===== config.mk =====
export PLATFORM = sky130hd
export DESIGN_NAME = pr_loader
export DESIGN_NICKNAME = d
export VERILOG_FILES = /design/src/rtl/pr_loader_pkg.sv /design/src/rtl/pr_stage_fifo.sv /design/src/rtl/pr_bit_swap.sv /design/src/rtl/pr_loader_fsm.sv /design/src/rtl/pr_loader.sv
export SDC_FILE = /design/constraint.sdc
export NUM_CORES = 1
export LEC_CHECK = 0
export ABC_AREA = 1
export BUFFER_PORTS_ARGS = -buffer_cell sky130_fd_sc_hd__buf_2
export CAP_MARGIN = 10
export CORE_UTILIZATION = 49
export CTS_CLUSTER_DIAMETER = 80
export DETAILED_ROUTE_END_ITERATION = 8
export PLACE_DENSITY = 0.77
export SLEW_MARGIN = 20
export SYNTH_ARGS = -nofsm -noshare
export SYNTH_HDL_FRONTEND = slang
export SYNTH_SLANG_ARGS = --single-unit

===== constraint.sdc =====
create_clock -name clk_i -period 2.7 [get_ports clk_i]
set_clock_uncertainty 0.1 [all_clocks]
set_input_delay 0.135 -clock clk_i [delete_from_list [all_inputs] [get_ports clk_i]]
set_output_delay 0.135 -clock clk_i [all_outputs]
set_load 0.02 [all_outputs]

===== src/rtl/pr_loader_pkg.sv =====
package pr_loader_pkg;
  typedef enum logic [2:0] {
    ST_IDLE,
    ST_FILL,
    ST_WAIT,
    ST_SEND,
    ST_RESET
  } ld_state_e;

  localparam logic [3:0] IRQ_FULL  = 4'd15;
  localparam logic [3:0] IRQ_CHUNK = 4'd13;
  localparam logic [3:0] IRQ_DONE  = 4'd12;
endpackage


===== src/rtl/pr_stage_fifo.sv =====
module pr_stage_fifo #(
  parameter int DATA_W = 32,
  parameter int DEPTH  = 15,
  localparam int PTR_W = $clog2(DEPTH),
  localparam int CNT_W = $clog2(DEPTH + 1)
) (
  input  logic              clk_i,
  input  logic              rst_ni,
  input  logic              push_i,
  input  logic [DATA_W-1:0] push_data_i,
  input  logic              pop_i,
  output logic [DATA_W-1:0] head_o,
  output logic [CNT_W-1:0]  cnt_o,
  output logic              empty_o
);
  localparam logic [PTR_W-1:0] PTR_LAST = PTR_W'(DEPTH - 1);
  localparam logic [CNT_W-1:0] CNT_MAX  = CNT_W'(DEPTH);

  logic [DATA_W-1:0] mem_q [DEPTH];
  logic [PTR_W-1:0]  wr_ptr_q, rd_ptr_q;
  logic [CNT_W-1:0]  cnt_q;

  always_ff @(posedge clk_i) begin
    if (push_i) mem_q[wr_ptr_q] <= push_data_i;
  end

  always_ff @(posedge clk_i or negedge rst_ni) begin
    if (!rst_ni) begin
      wr_ptr_q <= '0;
      rd_ptr_q <= '0;
      cnt_q    <= '0;
    end else begin
      if (push_i) wr_ptr_q <= (wr_ptr_q == PTR_LAST) ? '0 : wr_ptr_q + 1'b1;
      if (pop_i)  rd_ptr_q <= (rd_ptr_q == PTR_LAST) ? '0 : rd_ptr_q + 1'b1;
      case ({push_i, pop_i})
        2'b10:   cnt_q <= cnt_q + 1'b1;
        2'b01:   cnt_q <= cnt_q - 1'b1;
        default: cnt_q <= cnt_q;
      endcase
    end
  end

  assign head_o  = mem_q[rd_ptr_q];
  assign cnt_o   = cnt_q;
  assign empty_o = (cnt_q == '0);

  AST_FIFO_NO_OVERFLOW: assert property (@(posedge clk_i) disable iff (!rst_ni)
    push_i |-> (cnt_q < CNT_MAX));
  AST_FIFO_NO_UNDERFLOW: assert property (@(posedge clk_i) disable iff (!rst_ni)
    pop_i |-> (cnt_q != '0));
endmodule


===== src/rtl/pr_bit_swap.sv =====
module pr_bit_swap #(
  parameter int DATA_W = 32,
  localparam int N_BYTES = DATA_W / 8
) (
  input  logic [DATA_W-1:0] d_i,
  output logic [DATA_W-1:0] d_o
);
  for (genvar b = 0; b < N_BYTES; b++) begin : g_byte
    for (genvar k = 0; k < 8; k++) begin : g_bit
      assign d_o[b*8 + k] = d_i[b*8 + 7 - k];
    end
  end
endmodule


===== src/rtl/pr_loader_fsm.sv =====
module pr_loader_fsm
  import pr_loader_pkg::*;
#(
  parameter int SEL_W       = 3,
  parameter int CORE_SEL    = 2,
  parameter int CHUNK_WORDS = 15,
  parameter int RST_CYCLES  = 16,
  localparam int CNT_W = $clog2(CHUNK_WORDS + 1),
  localparam int RC_W  = $clog2(RST_CYCLES)
) (
  input  logic             clk_i,
  input  logic             rst_ni,
  input  logic             dma_valid_i,
  input  logic [SEL_W-1:0] dma_sel_i,
  output logic             dma_ready_o,
  input  logic             last_chunk_i,
  input  logic             cfg_busy_i,
  input  logic [CNT_W-1:0] fifo_cnt_i,
  input  logic             fifo_empty_i,
  output logic             push_o,
  output logic             pop_o,
  output logic             cfg_wr_o,
  output logic             irq_o,
  output logic [3:0]       irq_code_o,
  output logic             lock_o,
  output logic             region_rst_o
);
  localparam logic [SEL_W-1:0] SEL_ME   = SEL_W'(CORE_SEL);
  localparam logic [CNT_W-1:0] CNT_FULL = CNT_W'(CHUNK_WORDS);
  localparam logic [CNT_W-1:0] CNT_LAST = CNT_W'(CHUNK_WORDS - 1);
  localparam logic [RC_W-1:0]  RC_LAST  = RC_W'(RST_CYCLES - 1);

  ld_state_e       state_q;
  logic            last_q, lock_q, rrst_q, irq_q, wr_q;
  logic [3:0]      code_q;
  logic [RC_W-1:0] rc_q;
  logic            sel_hit, accept;

  assign sel_hit     = dma_valid_i && (dma_sel_i == SEL_ME);
  assign dma_ready_o = ((state_q == ST_FILL) || (state_q == ST_WAIT)) && (fifo_cnt_i < CNT_FULL);
  assign accept      = sel_hit && dma_ready_o;
  assign push_o      = accept;
  assign pop_o       = (state_q == ST_SEND) && !cfg_busy_i && !fifo_empty_i;

  always_ff @(posedge clk_i or negedge rst_ni) begin
    if (!rst_ni) begin
      state_q <= ST_IDLE;
      last_q  <= 1'b0;
      lock_q  <= 1'b0;
      rrst_q  <= 1'b0;
      irq_q   <= 1'b0;
      wr_q    <= 1'b0;
      code_q  <= '0;
      rc_q    <= '0;
    end else begin
      irq_q <= 1'b0;
      wr_q  <= pop_o;
      unique case (state_q)
        ST_IDLE: if (sel_hit) begin
          state_q <= ST_FILL;
          lock_q  <= 1'b1;
          last_q  <= last_chunk_i;
        end
        ST_FILL, ST_WAIT: begin
          if (accept) begin
            if (fifo_cnt_i == CNT_LAST) begin
              state_q <= ST_SEND;
              irq_q   <= 1'b1;
              code_q  <= IRQ_FULL;
            end else begin
              state_q <= ST_FILL;
            end
          end else begin
            state_q <= ST_WAIT;
          end
        end
        ST_SEND: if (fifo_empty_i) begin
          irq_q <= 1'b1;
          if (last_q) begin
            code_q  <= IRQ_DONE;
            state_q <= ST_RESET;
            rrst_q  <= 1'b1;
            rc_q    <= '0;
          end else begin
            code_q  <= IRQ_CHUNK;
            state_q <= ST_FILL;
            last_q  <= last_chunk_i;
          end
        end
        ST_RESET: begin
          if (rc_q == RC_LAST) begin
            rrst_q  <= 1'b0;
            lock_q  <= 1'b0;
            state_q <= ST_IDLE;
          end else begin
            rc_q <= rc_q + 1'b1;
          end
        end
        default: state_q <= ST_IDLE;
      endcase
    end
  end

  assign cfg_wr_o     = wr_q;
  assign irq_o        = irq_q;
  assign irq_code_o   = code_q;
  assign lock_o       = lock_q;
  assign region_rst_o = rrst_q;

  AST_NO_WRITE_WHEN_BUSY: assert property (@(posedge clk_i) disable iff (!rst_ni)
    wr_q |-> !$past(cfg_busy_i));
  AST_WRITE_UNDER_LOCK: assert property (@(posedge clk_i) disable iff (!rst_ni)
    wr_q |-> lock_q);
  AST_RESET_UNDER_LOCK: assert property (@(posedge clk_i) disable iff (!rst_ni)
    rrst_q |-> lock_q);
  AST_IRQ_CODE_LEGAL: assert property (@(posedge clk_i) disable iff (!rst_ni)
    irq_q |-> (code_q == IRQ_FULL || code_q == IRQ_CHUNK || code_q == IRQ_DONE));
  AST_FULL_BEFORE_SEND: assert property (@(posedge clk_i) disable iff (!rst_ni)
    (state_q == ST_SEND && $past(state_q) != ST_SEND) |-> (fifo_cnt_i == CNT_FULL));
endmodule


===== src/rtl/pr_loader.sv =====
module pr_loader #(
  parameter int DATA_W      = 32,
  parameter int SEL_W       = 3,
  parameter int CORE_SEL    = 2,
  parameter int CHUNK_WORDS = 15,
  parameter int RST_CYCLES  = 16
) (
  input  logic              clk_i,
  input  logic              rst_ni,
  input  logic              dma_valid_i,
  input  logic [SEL_W-1:0]  dma_sel_i,
  input  logic [DATA_W-1:0] dma_data_i,
  output logic              dma_ready_o,
  input  logic              last_chunk_i,
  input  logic              cfg_busy_i,
  output logic              cfg_ce_o,
  output logic              cfg_we_o,
  output logic [DATA_W-1:0] cfg_data_o,
  output logic              irq_o,
  output logic [3:0]        irq_code_o,
  output logic              dma_lock_o,
  output logic              region_rst_o
);
  localparam int CNT_W = $clog2(CHUNK_WORDS + 1);

  logic              push, pop, fifo_empty, cfg_wr;
  logic [CNT_W-1:0]  fifo_cnt;
  logic [DATA_W-1:0] head, head_swapped, cfg_data_q;

  pr_stage_fifo #(.DATA_W(DATA_W), .DEPTH(CHUNK_WORDS)) u_fifo (
    .clk_i       (clk_i),
    .rst_ni      (rst_ni),
    .push_i      (push),
    .push_data_i (dma_data_i),
    .pop_i       (pop),
    .head_o      (head),
    .cnt_o       (fifo_cnt),
    .empty_o     (fifo_empty)
  );

  pr_bit_swap #(.DATA_W(DATA_W)) u_swap (
    .d_i (head),
    .d_o (head_swapped)
  );

  pr_loader_fsm #(
    .SEL_W       (SEL_W),
    .CORE_SEL    (CORE_SEL),
    .CHUNK_WORDS (CHUNK_WORDS),
    .RST_CYCLES  (RST_CYCLES)
  ) u_fsm (
    .clk_i        (clk_i),
    .rst_ni       (rst_ni),
    .dma_valid_i  (dma_valid_i),
    .dma_sel_i    (dma_sel_i),
    .dma_ready_o  (dma_ready_o),
    .last_chunk_i (last_chunk_i),
    .cfg_busy_i   (cfg_busy_i),
    .fifo_cnt_i   (fifo_cnt),
    .fifo_empty_i (fifo_empty),
    .push_o       (push),
    .pop_o        (pop),
    .cfg_wr_o     (cfg_wr),
    .irq_o        (irq_o),
    .irq_code_o   (irq_code_o),
    .lock_o       (dma_lock_o),
    .region_rst_o (region_rst_o)
  );

  always_ff @(posedge clk_i or negedge rst_ni) begin
    if (!rst_ni)  cfg_data_q <= '0;
    else if (pop) cfg_data_q <= head_swapped;
  end

  assign cfg_ce_o   = cfg_wr;
  assign cfg_we_o   = cfg_wr;
  assign cfg_data_o = cfg_data_q;

  AST_NO_INTAKE_WHILE_WRITING: assert property (@(posedge clk_i) disable iff (!rst_ni)
    cfg_wr |-> !dma_ready_o || !$past(fifo_empty));
endmodule


# Yosys cells after proc, flatten, opt, wreduce, memory -nomap -nowiden

Memories as Yosys holds them, arrays and structs flattened. A register that Yosys moved wholly into a read port is not among the register bits.
Cells that the tools add are included.

$add $sub $neg: 5
Reduce and logical (&&, ||, !) cells: 23
Muxes and demuxes: 35
$lt $le $gt $ge: 1
Equal/unequal tests: 18

Operators by type and width:

| kind                                                                    | number |
|---|---|
| 4-bit two-way mux                                                       | 8 |
| 4-bit case mux with 2 select lines                                      | 3 |
| 4-bit by 1-bit adder with 4-bit output, second input constant           | 4 |
| 4-bit == test, second input constant                                    | 4 |
| 1-bit two-way mux                                                       | 13 |
| 3-bit two-way mux                                                       | 4 |
| 3-bit case mux with 4 select lines                                      | 1 |
| 4-bit AND reduction                                                     | 3 |
| 2-bit by 1-bit inequality test with 1-bit output, second input constant | 5 |
| 2-bit nonzero test                                                      | 5 |
| 3-bit by 2-bit == test with 1-bit output, second input constant         | 3 |
| 3-bit AND reduction                                                     | 3 |
| 1-bit case mux with 2 select lines                                      | 4 |
| 1-bit logical AND                                                       | 5 |
| 4-bit zero test                                                         | 1 |
| 4-bit less-than comparator, second input constant                       | 1 |
| 2-bit two-way mux                                                       | 2 |
| 2-bit inequality test, second input constant                            | 2 |
| 4-bit by 1-bit subtractor with 4-bit output, second input constant      | 1 |
| 3-bit by 1-bit == test with 1-bit output, second input constant         | 1 |
| 3-bit == test, second input constant                                    | 1 |
| 1-bit zero test                                                         | 3 |
| 3-bit zero test                                                         | 1 |
| 2-bit by 1-bit == test with 1-bit output, second input constant         | 1 |
| other kinds (3)                                                         | 3 |

Register bits: 28
Output and inout port bits: 42
RAM bits: 480
Logic and storage cells: 94
Input bits: 40
Memories kept: 1

Memory list:

| name         | depth | bits a word | rd ports | clocked after Yosys merged registers in | wr ports | line                | source |
|---|---|---|---|---|---|---|---|
| u_fifo.mem_q | 15    | 32          | 1        | 1                                       | 1        | pr_stage_fifo.sv:19 | `logic [DATA_W-1:0] mem_q [DEPTH];` |

# Longest topological paths before layout

Depth after elaboration: 6
Gate-level depth with buffers: 15
Depth with buffers taken out: 14

# Hierarchy

A second synthesis with hierarchy kept.

Cell total of the unflattened synthesis: 1905
Area total of the unflattened synthesis: 21994.8 um^2

By module, submodules not included:

| module        | area an instance (um^2) | cells an instance | seq. area each (um^2) | instances |
|---|---|---|---|---|
| pr_stage_fifo | 19673.9                 | 1634              | 14714.1               | 1 |
| pr_loader     | 1300.0                  | 137               | 800.8                 | 1 |
| pr_loader_fsm | 780.7                   | 102               | 375.4                 | 1 |
| pr_bit_swap   | 240.2                   | 32                | 0.0                   | 1 |

# Least setup slack after synthesis

No wires, ideal clock.

Path type: reg2reg
Start: register u_fifo.cnt_q[1], in the netlist u_fifo.cnt_o[1]
End: memory u_fifo.mem_q[10][0], enable pin
Arrival time: 2.769 ns
Cell stages (with the launch flop): 8
Period minus slack after synthesis: 3.290 ns
Slack: -0.590 ns
Library setup time: 0.421 ns
Data required time: 2.179 ns
Path buffers: 0
Cell sequence: dfrtp_1 > inv_1 > nor2_1 > a21oi_1 > nand2_1 > nor2_1 > nand2_1 > nor2_1

Longest elaborated chain between the ends: 5

RTL lines:

| what                                    | line                | source |
|---|---|---|
| start: declaration                      | pr_stage_fifo.sv:21 | `logic [CNT_W-1:0] cnt_q;` |
| start signal: assignment                | pr_stage_fifo.sv:36 | `2'b10: cnt_q <= cnt_q + 1'b1;` |
| start signal: assignment                | pr_stage_fifo.sv:37 | `2'b01: cnt_q <= cnt_q - 1'b1;` |
| start signal: assignment                | pr_stage_fifo.sv:38 | `default: cnt_q <= cnt_q;` |
| 4-bit less-than comparator              | pr_loader_fsm.sv:40 | `assign dma_ready_o = ((state_q == ST_FILL) \|\| (state_q == ST_WAIT)) && (fifo_cnt_i < CNT_FULL);` |
| 1-bit logical AND                       | pr_loader_fsm.sv:40 |  |
| via dma_ready_o                         | pr_loader.sv:13     | `output logic dma_ready_o,` |
| 1-bit logical AND                       | pr_loader_fsm.sv:41 | `assign accept = sel_hit && dma_ready_o;` |
| 1-bit two-way mux                       | pr_stage_fifo.sv:24 | `if (push_i) mem_q[wr_ptr_q] <= push_data_i;` |
| 1-bit two-way mux (implied by the code) | pr_stage_fifo.sv:24 |  |
| end: declaration                        | pr_stage_fifo.sv:19 |  |

The timed path passes the listed nets, and every way through them passes these cells.

# Worst setup path after layout

Start: register u_fifo.cnt_q[1], in the netlist u_fifo.cnt_o[1]
End: memory u_fifo.mem_q[14][15], enable pin

Longest elaborated chain between the ends: 5

RTL lines:

| what                                    | line |
|---|---|
| 4-bit less-than comparator              | pr_loader_fsm.sv:40 |
| 1-bit logical AND                       | pr_loader_fsm.sv:40 |
| 1-bit logical AND                       | pr_loader_fsm.sv:41 |
| 1-bit two-way mux                       | pr_stage_fifo.sv:24 |
| 1-bit two-way mux (implied by the code) | pr_stage_fifo.sv:24 |

Every way passes these cells.

==> results.ini <==
[worst_setup_path]
crit_start=u_fifo.cnt_o[1]
required_ns=2.86
cp-start-kind=flip-flop
arrival_ns=2.68
rrSetupSlack_ns=0.18
end_kind=flip-flop
reg2reg_from=u_fifo.cnt_o[1]
rr_endpoint=u_fifo.mem_q[14][15]
critPathMaxFanout=19
crit_type=flip-flop to flip-flop
ff2ff_path_depth=8

[global_routing]
grt_pass1_vias=15100
grt_usage_pct=22.4
antenna_found_initial=0
grt_max_degree=72
grt.overflow.total=0
grt_pass1_wl_um=81400

[yosys]
yosysMostFrequentCell=nand2_1
synth_top_area_share_pct=64.1
syn-num-nets=2147
syn_avg_cell_area_sq_um=10.7
synth_area_sq_um=22500
ys_async_sr_fraction_pct=10.9
synth_top_area_cell=edfxtp_1
synth_seq_area_share_pct=70.6
synthTopCellsByCount=nand2_1, edfxtp_1, inv_1, nand3_1, nor2_1
synth_edf_count=480
synth_cell_types=32
syn-instance-count=2103
yosys_warnings=0
synthFlopType=edfxtp_1
synth_seq_cells=539
synth.area.top_cells=edfxtp_1, nand2_1, dfrtp_1, nand3_1, inv_1

[drt]
wl_met2_um=26500
drt_wl_total_um=52300
drc=1
wl_per_cell_um=18.3
dr.pass1.iters=7
vias=15200
route.met3.wl_um=3540
drtIter0Drc=1607
ant_nets=0
top_layer_used=met4
via_per_inst=5.32
wl_met1_um=20700

[final_layout]
drive_gt1_share_pct=10.9
design_area_sq_um=26100
nNetsFinal=2266
syn_to_final_growth_pct=16.2
fin_util_pct=57.6
diodes=0

[timing]
setup_viol=0
worst_slew_pin_slew_ns=0.956
fmax_ghz=0.398
relSlewSlack_pct=36.3
hold_viol_final=0
period_minus_slack_ns=2.52
grt_setup_unrepaired=no
slew_viol_final=0
fin_hold_ws_ns=0.146
fin_crit_sh_pct=93.2

[outcome]
status=finished, violations left
failed_checks=design-rule violations

[clock_network]
numCtsBuffers=50
worstSkewPairLatency_ns=0.56
clock_sinks=539
clockBufferDepth=3
clk_pin_slew_ns=0.06
cts_tree=yes
htree_levels=2
cts.root.buffer_cell=clkbuf_16

[die]
design.core.area_sq_um=45400
rows=78
dieArea_sq_um=46800
io_pins=82
dieWidth_um=216
die_h_um=216
start_util_pct=49.6

[place]
hpwl_um=29800
dpl_cell_area_sq_um=24000
gp_congestion=0.857
io_buffers=81

[power_and_ir_drop]
p_leak_nw=10.6
vdd_ir_drop_max_uv=903
power.density_nw_per_um2=957

[worst_hold_path]
hold_class=input pin to async pin

[job]
maxCapViolCount=0

registers in the layout, indices dropped and copies added, names as in the netlist, 3 cells and up:
signal            flops
cfg_data_o           32
u_fsm.irq_code_o      3
u_fifo.wr_ptr_q       4
u_fsm.rc_q            4
u_fifo.mem_q        480
u_fsm.state_q         3
u_fifo.cnt_o          4
u_fifo.rd_ptr_q       4
worst max-delay path, cell delays in order (launching register included):
cell	delay, ns
dfrtp_1	0.41
inv_1	0.14
nor2_1	0.10
a21oi_1	0.22
nand2_2	0.24
nor2_1	0.24
nand2_1	0.28
nor2_4	0.25
buf_12	0.22
metal layers:
metal  up-vias  GRT usage [%]
met4         0           8.57
met1      7393           28.5
met5         -              0
met2       611           38.9
met3        95           3.16
li1       7134              -
stage by stage:
stage	cells	power [mW]	setup WS (ns)	TNS (ns)
final	2863	25.0	0.185	0
after global routing	2863	26.3	0.0926	0
after CTS	2863	25.1	0.0675	0
after detailed placement	2729	17.8	0.0876	0
after global placement	2729	17.6	0.189	0
after floorplan	2103	15.3	-0.503	-64.66
cells in the final DEF, fill, tap and decap left out, drive strengths merged, types with 4 or more instances in the layout:
| master | instances |
|---|---|
| nand2 | 722 |
| edfxtp | 480 |
| inv | 240 |
| nand3 | 229 |
| nor2 | 125 |
| buf | 125 |
| clkbuf | 69 |
| dfrtp | 59 |
| dlygate4sd3 | 41 |
| o21ai | 35 |
| a21oi | 33 |
| or2 | 23 |
| a21boi | 20 |
| nand4 | 18 |
| clkinv | 17 |
| bufinv | 6 |
| xor2 | 5 |
| ha | 4 |
report_power, final:
| part | switching (mW) | total [mW] | internal, mW |
|---|---|---|---|
| clock network | 2.97 | 7.30 | 4.33 |
| logic | 5.44 | 7.86 | 2.42 |
| registers | 0.332 | 9.87 | 9.54 |
worst max-delay path by stage:
| stage | end | slack, ns | depth (start not counted) |
|---|---|---|---|
| 2_1_floorplan | u_fifo.mem_q[13][0] | -0.50 | 7 |
| 3_3_place_gp | u_fifo.mem_q[14][11] | 0.19 | 8 |
| 3_5_place_dp | u_fifo.mem_q[14][15] | 0.09 | 8 |
| 4_1_cts | u_fifo.mem_q[14][11] | 0.07 | 8 |
| 5_1_grt | u_fifo.mem_q[3][30] | 0.09 | 8 |
| 6_report | u_fifo.mem_q[14][15] | 0.18 | 8 |
layout make-up:
| cell class | instances | area, sq um |
|---|---|---|
| Timing Repair Buffer | 166 | 1490 |
| Multi-Input combinational cell | 1224 | 5380 |
| Inverter | 241 | 910 |
| Clock buffer | 69 | 1460 |
| Fill cell | 3565 | 19200 |
| Sequential cell | 539 | 15900 |
| Clock inverter | 24 | 263 |
| Tap cell | 600 | 751 |
what timing repair did:
item	4_1_cts	5_1_grt
resized for setup	0	1
endpoints found under the hold margin	545	0
hold buffers	41	0
setup endpoints to repair	0	216
buffers inserted	0	0
kinds of logic after synthesis:
| family | count (synthesis) | share of synthesized area, % |
|---|---|---|
| AOI/OAI and AO/OA | 93 | 2.34 |
| xor gates and xnor gates | 7 | 0.272 |
| adders and majority gates | 4 | 0.222 |
| buffers and inverters | 340 | 6.04 |
| DFF | 539 | 70.6 |
| and+or+nand+nor | 1120 | 20.5 |
Note: power is estimated with default switching activity, not from simulation.
